**config.mk**
```make
export PLATFORM = sky130hd
export DESIGN_NAME = pisoBufferedShifter
export DESIGN_NICKNAME = d
export VERILOG_FILES = /design/src/rtl/pisoPkg.sv /design/src/rtl/pisoEdgeSync.sv /design/src/rtl/pisoCtrl.sv /design/src/rtl/pisoDatapath.sv /design/src/rtl/pisoBufferedShifter.sv
export SDC_FILE = /design/constraint.sdc
export NUM_CORES = 1
export LEC_CHECK = 0
export ABC_AREA = 0
export BUFFER_PORTS_ARGS = -buffer_cell sky130_fd_sc_hd__buf_2
export CORE_MARGIN = 10
export CORE_UTILIZATION = 52
export CTS_CLUSTER_SIZE = 30
export DETAILED_ROUTE_END_ITERATION = 12
export GPL_TIMING_DRIVEN = 0
export PLACE_DENSITY_LB_ADDON = 0.15
export SLEW_MARGIN = 0
export SYNTH_ARGS = -nofsm -noshare
export SYNTH_HDL_FRONTEND = slang
export SYNTH_HIERARCHICAL = 1
export SYNTH_SLANG_ARGS = --single-unit
```
**constraint.sdc**
```tcl
create_clock -name clk -period 1.76 [get_ports clk]
set_clock_uncertainty 0.05 [all_clocks]
set_input_delay 0.352 -clock clk [delete_from_list [all_inputs] [get_ports clk]]
set_output_delay 0.352 -clock clk [all_outputs]
set_load 0.005 [all_outputs]
```
**src/rtl/pisoPkg.sv**
```systemverilog
`timescale 1ns/1ps
package pisoPkg;
  // Strobes passed from the control to the datapath, valid for one system cycle
  typedef struct packed {
    logic captureStore; // take a snapshot of the parallel bus
    logic clearShift;   // zero the shift register
    logic loadShift;    // copy the snapshot into the shift register
    logic shiftStep;    // advance the shift register by one place
  } shiftStrobes_t;
endpackage

```
**src/rtl/pisoEdgeSync.sv**
```systemverilog
`timescale 1ns/1ps
module pisoEdgeSync #(
  parameter int SYNC_STAGES = 2
) (
  input  logic clk,
  input  logic rstN,
  input  logic asyncIn,
  output logic riseOut
);
  localparam int CHAIN_LEN = SYNC_STAGES + 1;

  logic [CHAIN_LEN-1:0] chain;

  always_ff @(posedge clk or negedge rstN) begin
    if (!rstN) chain <= '0;
    else       chain <= {chain[CHAIN_LEN-2:0], asyncIn};
  end

  assign riseOut = chain[SYNC_STAGES-1] & ~chain[SYNC_STAGES];


  single_rise_chk: assert property (@(posedge clk) disable iff (!rstN)
    riseOut |=> !riseOut);
endmodule

```
**src/rtl/pisoCtrl.sv**
```systemverilog
`timescale 1ns/1ps
module pisoCtrl
  import pisoPkg::*;
#(
  parameter int SYNC_STAGES = 2
) (
  input  logic          clk,
  input  logic          rstN,
  input  logic          storeClk,
  input  logic          shiftClk,
  input  logic          loadN,
  input  logic          clearN,
  output shiftStrobes_t strb
);
  localparam int NUM_STROBES = 2;

  logic [NUM_STROBES-1:0] rawIn;
  logic [NUM_STROBES-1:0] riseSeen;

  assign rawIn = {shiftClk, storeClk};

  for (genvar g = 0; g < NUM_STROBES; g++) begin : gStrobeSync
    pisoEdgeSync #(.SYNC_STAGES(SYNC_STAGES)) sync_i (
      .clk     (clk),
      .rstN    (rstN),
      .asyncIn (rawIn[g]),
      .riseOut (riseSeen[g])
    );
  end

  // Priority: clear over load over shift; capture runs independently
  always_comb begin
    strb              = '0;
    strb.captureStore = riseSeen[0];
    if (!clearN)     strb.clearShift = 1'b1;
    else if (!loadN) strb.loadShift  = 1'b1;
    else             strb.shiftStep  = riseSeen[1];
  end


  shift_ops_exclusive_chk: assert property (@(posedge clk) disable iff (!rstN)
    $onehot0({strb.clearShift, strb.loadShift, strb.shiftStep}));
endmodule

```
**src/rtl/pisoDatapath.sv**
```systemverilog
`timescale 1ns/1ps
module pisoDatapath
  import pisoPkg::*;
#(
  parameter int WIDTH = 8
) (
  input  logic             clk,
  input  logic             rstN,
  input  shiftStrobes_t    strb,
  input  logic [WIDTH-1:0] parIn,
  input  logic             serIn,
  output logic             serOut
);
  localparam int MSB = WIDTH - 1;

  logic [MSB:0] storeReg;
  logic [MSB:0] shiftReg;

  always_ff @(posedge clk or negedge rstN) begin
    if (!rstN)                  storeReg <= '0;
    else if (strb.captureStore) storeReg <= parIn;
  end

  // The load reads storeReg before this edge's capture lands
  always_ff @(posedge clk or negedge rstN) begin
    if (!rstN)                shiftReg <= '0;
    else if (strb.clearShift) shiftReg <= '0;
    else if (strb.loadShift)  shiftReg <= storeReg;
    else if (strb.shiftStep)  shiftReg <= {shiftReg[MSB-1:0], serIn};
  end

  assign serOut = shiftReg[MSB];


  capture_takes_bus_chk: assert property (@(posedge clk) disable iff (!rstN)
    strb.captureStore |=> storeReg == $past(parIn));

  store_holds_chk: assert property (@(posedge clk) disable iff (!rstN)
    !strb.captureStore |=> $stable(storeReg));

  clear_zeroes_chk: assert property (@(posedge clk) disable iff (!rstN)
    strb.clearShift |=> shiftReg == '0);

  load_old_store_chk: assert property (@(posedge clk) disable iff (!rstN)
    strb.loadShift |=> shiftReg == $past(storeReg));

  shift_toward_msb_chk: assert property (@(posedge clk) disable iff (!rstN)
    strb.shiftStep |=> shiftReg == {$past(shiftReg[MSB-1:0]), $past(serIn)});

  idle_shift_hold_chk: assert property (@(posedge clk) disable iff (!rstN)
    !(strb.clearShift || strb.loadShift || strb.shiftStep) |=> $stable(shiftReg));
endmodule

```
**src/rtl/pisoBufferedShifter.sv**
```systemverilog
`timescale 1ns/1ps
module pisoBufferedShifter
  import pisoPkg::*;
#(
  parameter int WIDTH       = 8,
  parameter int SYNC_STAGES = 2
) (
  input  logic             clk,
  input  logic             rstN,
  input  logic [WIDTH-1:0] parIn,
  input  logic             storeClk,
  input  logic             shiftClk,
  input  logic             serIn,
  input  logic             loadN,
  input  logic             clearN,
  output logic             serOut
);
  shiftStrobes_t strb;

  pisoCtrl #(.SYNC_STAGES(SYNC_STAGES)) ctrl_i (
    .clk      (clk),
    .rstN     (rstN),
    .storeClk (storeClk),
    .shiftClk (shiftClk),
    .loadN    (loadN),
    .clearN   (clearN),
    .strb     (strb)
  );

  pisoDatapath #(.WIDTH(WIDTH)) dp_i (
    .clk    (clk),
    .rstN   (rstN),
    .strb   (strb),
    .parIn  (parIn),
    .serIn  (serIn),
    .serOut (serOut)
  );


  reset_out_low_chk: assert property (@(posedge clk) !rstN |=> !serOut);
endmodule

```
==> metrics.cfg, run 1 <==
[status]
outcome = completed

[flow_run]
drv_cap = 0

[timing]
finalCritPeriodShare_pct = 75.3
worst_pin_slew_ns = 0.470
max_freq_ghz = 0.755
setup_viol = 0
slew_headroom_pct = 68.7
rsz0062_at_grt = no
hold_ws_ns = 0.105
min_period_ns = 1.33
tns_ns = 0
hold_viol = 0
slew_violations = 0

[power]
leakage_nw = 0.468
p_per_area_nw_per_um2 = 863
vdd_drop_max_v = 0.000573

[final_layout]
seqCellArea_sq_um = 551
syn_to_final_growth_pct = 14.2
nNetsFinal = 100
drive_gt1_share_pct = 41.0
multiInputGateArea_sq_um = 324
fillers = 150
n_antenna_cell = 0

[die]
die_height_um = 61.8
core-area_sq_um = 1690
die-area_sq_um = 3820
io_pins = 16
rows = 15
initial_core_util_pct = 53.9
die_w_um = 61.8

[detailed_routing]
ant_nets = 0
dr_wl_met2_um = 653
met3WireLength_um = 69
vias = 496
dr.first_iter.drc_count = 2
drc_errors = 0
drt-total-wl_mm = 1.46
via_per_inst = 4.96
post_drt_wl_per_cell_um = 14.6
drtPass1Iterations = 4
topRoutingLayerUsed = met4
wl_met1_um = 719

[cts]
path_clk_slew_ns = 0.11
cts_tree = done
clockBufferDepth = 2
cts_resized = 0
numClockSinks = 22
cts_root_buffer = clkbuf_4
clk-insertion-delay-late_ns = 0.29
cts_max_level = 1
ctsHoldBuffers = 1
numCtsBuffers = 3
post-cts-setup-buffers = 0

[min_path]
hp-class = in -> reg

[global_route]
grt_first_pass_wirelength_mm = 2.53
antenna_found_initial = 0
grt_pass1_vias = 548
grt_overflow = 0
grt_use_total_pct = 9.08
grt_max_degree = 23

[logic_synthesis]
yosys_warnings = 6
synthesis.area_sq_um = 910
postSynthAreaPerCell_sq_um = 14.2
synth_top_cell_area_share_pct = 60.5
synth_cells = 64
yosysSeqAreaShare_pct = 60.5
synth_seq_cells = 22
yosysUniqueCellTypes = 14
synth_top_area_cell = dfrtp_1
synth_top_cells_by_area = dfrtp_1 61%, mux2_2 9.9%, mux2i_1 8.8%
syn-num-nets = 79

[setup_path]
crit_path_max_fanout = 8
setup.worst_path.class = reg -> reg
regToRegSetupSlack_ns = 0.43
end_kind = flop
crit_path_start_kind = flop
worstPathArrival_ns = 1.48
required_ns = 1.91

[placed_design]
portBuffers = 15
routabilityCongestion = 0.656

==> layer usage <==
layer / up-vias / GRT usage, %
li1: 260 / -
met1: 222 / 12.0
met2: 12 / 12.9
met3: 2 / 2.24
met4: 0 / 5.73
met5: - / 0
==> cell type report <==
class,instances,area share (%)
multi-input cells,36,31.2
clock buffers,3,2.17
repair buffers,16,8.19
flip-flops and latches,22,53.0
plain buffers,4,2.65
well taps,17,2.05
inverters,2,0.723
==> cells by family after synthesis <==
group / Yosys count / share of synthesized area [%]
multiplexers: 16 / 18.7
AO/OA/AOI/OAI: 8 / 6.60
flip-flops: 22 / 60.5
buffers and inverters: 6 / 3.85
AND/OR/NAND/NOR: 12 / 10.3
==> registers in the layout, indices dropped and copies added, names as in the netlist <==
| name | flops |
|---|---|
| ctrl_i/gStrobeSync.sync_i/chain | 6 |
| dp_i/storeReg | 8 |
| dp_i/shiftReg | 8 |
==> cells in the mapped netlist, drive strengths merged <==
master and n:
a211oi 8, and2b 1, and3 1, buf 4
dfrtp 22, inv 2, mux2 8, mux2i 8
nor2b 10
==> worst max-delay path, cell delays in order, from the launching register on <==
cell and delay [ns]:
dfrtp_1 0.39, nor2b_4 0.12, and3_2 0.17, buf_6 0.14, mux2i_1 0.12, a211oi_1 0.24
==> final timing paths <==
kind	start	end	cells after the start
max	ctrl_i/gStrobeSync[1].sync_i/chain[1]	dp_i/shiftReg[3]	5
min	shiftClk	ctrl_i/gStrobeSync[1].sync_i/chain[0]	1
max reg2reg	ctrl_i/gStrobeSync[1].sync_i/chain[1]	dp_i/shiftReg[3]	5
min reg2reg	ctrl_i/gStrobeSync[1].sync_i/chain[0]	ctrl_i/gStrobeSync[1].sync_i/chain[1]	0
max in group asynchronous	rstN	dp_i/shiftReg[1]	2
min in group asynchronous	rstN	ctrl_i/gStrobeSync[0].sync_i/chain[0]	2
==> layout by cell type (no fill, tap or decap) <==
master          n
mux2_2          8
and2b_2         1
clkbuf_4        3
buf_4           1
dlygate4sd3_1   1
buf_6           1
dfrtp_1        22
buf_1           1
a211oi_1        8
inv_1           1
nor2b_1         8
and3_2          1
mux2i_1         8
nor2b_4         2
inv_2           1
buf_2          16
==> through the flow <==
step | cell area [sq um] | util [%] | std cells | worst slack, ns | power [mW]
finish | 1040 | 61.5 | 100 | 0.435 | 0.896
global route | 1040 | 61.5 | 100 | 0.376 | 0.957
CTS | 1040 | 61.5 | 100 | 0.403 | 0.913
detailed placement | 1010 | 59.6 | 96 | 0.403 | 0.695
global placement | 1010 | 59.6 | 96 | 0.456 | 0.688
floorplan | 910 | - | 64 | 0.526 | 0.651
==> power breakdown <==
part | switching (mW) | internal [mW] | total (mW)
clock network | 0.133 | 0.0796 | 0.213
registers | 0.0242 | 0.552 | 0.576
logic | 0.0446 | 0.0621 | 0.107
total | 0.202 | 0.694 | 0.896
Power figures use the tool's default switching activity.
==> inputs of run 2 (changes only) <==
Settings changed: CORE_UTILIZATION 52 to 47.
Clock period 1.76 ns to 1.19 ns, I/O delays scaled along.
==> run 2 against run 1 <==
  * The run now ends with negative setup slack left
  * Utilization decreased by 1.3 points
  * Sequential power increased by 48%
  * Register-to-register slack got worse by 0.51 ns
  * Critical path type unchanged
  * Critical path depth decreased by 1
  * Combinational power increased by 57%
  * Count of clock-buffer cells in the layout unchanged
  * Hold slack improved by 0.015 ns
  * Total power increased by 49%
==> metrics.cfg, run 2 (same netlist as run 1, synthesis figures left out) <==
[status]
outcome = finished with violations
failed_checks = negative setup slack

[final_layout]
layout_common_cells = 22 x dfrtp_1, 15 x buf_2, 8 x mux2_2, 8 x mux2i_1, 8 x nor2b_1
nNetsFinal = 101
fillers = 157
n_antenna_cell = 0
final_cells = 109
final_common_cell = dfrtp_1
syn_to_final_growth_pct = 17.9
drive_gt1_share_pct = 40.5
largestRegisters = dp_i/shiftReg x8, dp_i/storeReg x8, ctrl_i/gStrobeSync.sync_i/chain x6

[die]
die-area_sq_um = 4090
rows = 15
die_height_um = 64.0
core-area_sq_um = 1780
io_pins = 16
die_w_um = 64.0
initial_core_util_pct = 51.0

[setup_path]
cp-endpoint = dp_i/shiftReg[5]
required_ns = 1.31
critPathTopFamily = flip-flops
regToRegSetupSlack_ns = -0.07
worstPathArrival_ns = 1.38
rr_startpoint = ctrl_i/gStrobeSync[1].sync_i/chain[2]
crit_path_start = ctrl_i/gStrobeSync[1].sync_i/chain[2]
end_kind = flop
path_depth = 4
cp_slowest_stage_delay_ns = 0.41
cp_num_buf_inv = 0
r2r.worst_path.cells = 4
setup.worst_path.class = reg -> reg
crit_path_top_delay_cell = dfrtp_1
rr_endpoint = dp_i/shiftReg[5]
crit_path_start_kind = flop
crit_path_max_fanout = 8
crit_chain = nor2b_4 -> and3_4 -> mux2i_1 -> a211oi_2

[min_path]
hp-class = in -> reg
holdPathStages = 2

[detailed_routing]
post_drt_wl_per_cell_um = 13.0
vias = 507
drc_errors = 0
via_per_inst = 4.65
drt-total-wl_mm = 1.42
ant_nets = 0
dr.first_iter.drc_count = 7
drtPass1Iterations = 3

[placed_design]
hpwlAfterDp_mm = 1.09
routabilityCongestion = 0.677
portBuffers = 15
preCtsSetupSlack_ns = -0.130
dp.cells = 104

[cts]
cts_max_level = 1
cts_tree = done
clockBufferDepth = 2
path_clk_slew_ns = 0.11
clk-insertion-delay-late_ns = 0.29
numClockSinks = 22
numCtsBuffers = 3
cts_root_buffer = clkbuf_4

[timing]
slew_headroom_pct = 69.5
hold_viol = 0
finalCritPeriodShare_pct = 106
worst_pin_slew_ns = 0.457
min_period_ns = 1.26
slew_violations = 0
setup_viol = 8
fin_ws_ns = -0.0748
max_freq_ghz = 0.791
rsz0062_at_grt = yes

[global_route]
antenna_found_initial = 0
grt_overflow = 0
grt_pass1_vias = 581
grt_first_pass_wirelength_mm = 2.56
grt_use_total_pct = 7.78
grt_max_degree = 23

[power]
p_seq_share_pct = 64.1
vdd_drop_max_v = 0.000738
p_sw_uw = 298
p_total_mw = 1.33
p_per_area_nw_per_um2 = 1240
internal_power_mw = 1.03
power_frac_clock_pct = 23.3
leakage_nw = 0.471
switching_share_pct = 22.4
pwr-share-comb_pct = 12.6

[flow_run]
drv_cap = 0

[run 2: cell type report]
| type | instances | area [sq um] | share of cell area [%] |
|---|---|---|---|
| Buffer | 2 | 15.0 | 1.40 |
| Clock buffer | 3 | 22.5 | 2.10 |
| Inverter | 2 | 7.51 | 0.700 |
| Multi-Input combinational cell | 36 | 333 | 31.0 |
| Sequential cell | 22 | 551 | 51.3 |
| Tap cell | 25 | 31.3 | 2.92 |
| Timing Repair Buffer | 19 | 113 | 10.5 |
[run 2: timing repair]
item,CTS,global route
endpoints found under the setup margin,16,16
hold buffers,3,0
endpoints found under the hold margin,24,0
setup buffers,1,0
pin swaps,2,3
resized for setup,2,1
[run 2: how the worst min path moves through the flow]
| stage | from | end | slack (ns) |
|---|---|---|---|
| 3_5_place_dp | rstN | ctrl_i/gStrobeSync[0].sync_i/chain[0] | 0.17 |
| 5_1_grt | parIn[1] | dp_i/storeReg[1] | 0.12 |
| 3_3_place_gp | rstN | ctrl_i/gStrobeSync[0].sync_i/chain[0] | 0.16 |
| 2_1_floorplan | rstN | ctrl_i/gStrobeSync[0].sync_i/chain[0] | -0.11 |
| 6_report | parIn[5] | dp_i/storeReg[5] | 0.12 |
| 4_1_cts | parIn[5] | dp_i/storeReg[5] | 0.11 |
[run 2: worst register-to-register path: cells and delay by family (launching register included)]
kind,cells,cell delay [ns]
AO/OA/AOI/OAI,1,0.09
flip-flops,1,0.41
multiplexers,1,0.24
AND/OR/NAND/NOR,2,0.36
[run 2: metrics by stage]
stage          hold WS, ns  util, %  instance area (sq um)  setup TNS (ns)
6_report             0.120     60.1                   1070          -0.470
5_1_grt              0.118     60.1                   1070           -1.17
4_1_cts              0.111     59.9                   1070          -0.556
3_5_place_dp         0.166     57.3                   1020          -0.835
3_3_place_gp         0.159     57.3                   1020          -0.636
2_1_floorplan       -0.108        -                    916         -0.0287
[run 2: metal layers]
layer  vias to the layer above  wire length (um)  global-route usage [%]
li1                        263                 -                       -
met1                       231               703                    9.50
met2                        11               632                    11.6
met3                         2                71                    2.44
met4                         0                12                    4.92
met5                         -                 0                       0
[run 2: power groups by stage]
stage	clock [mW]	sequential [mW]	combinational, mW
floorplan	0	0.858	0.108
global placement	0	0.864	0.156
detailed placement	0	0.870	0.162
CTS	0.326	0.854	0.170
global route	0.358	0.862	0.191
finish	0.310	0.853	0.168
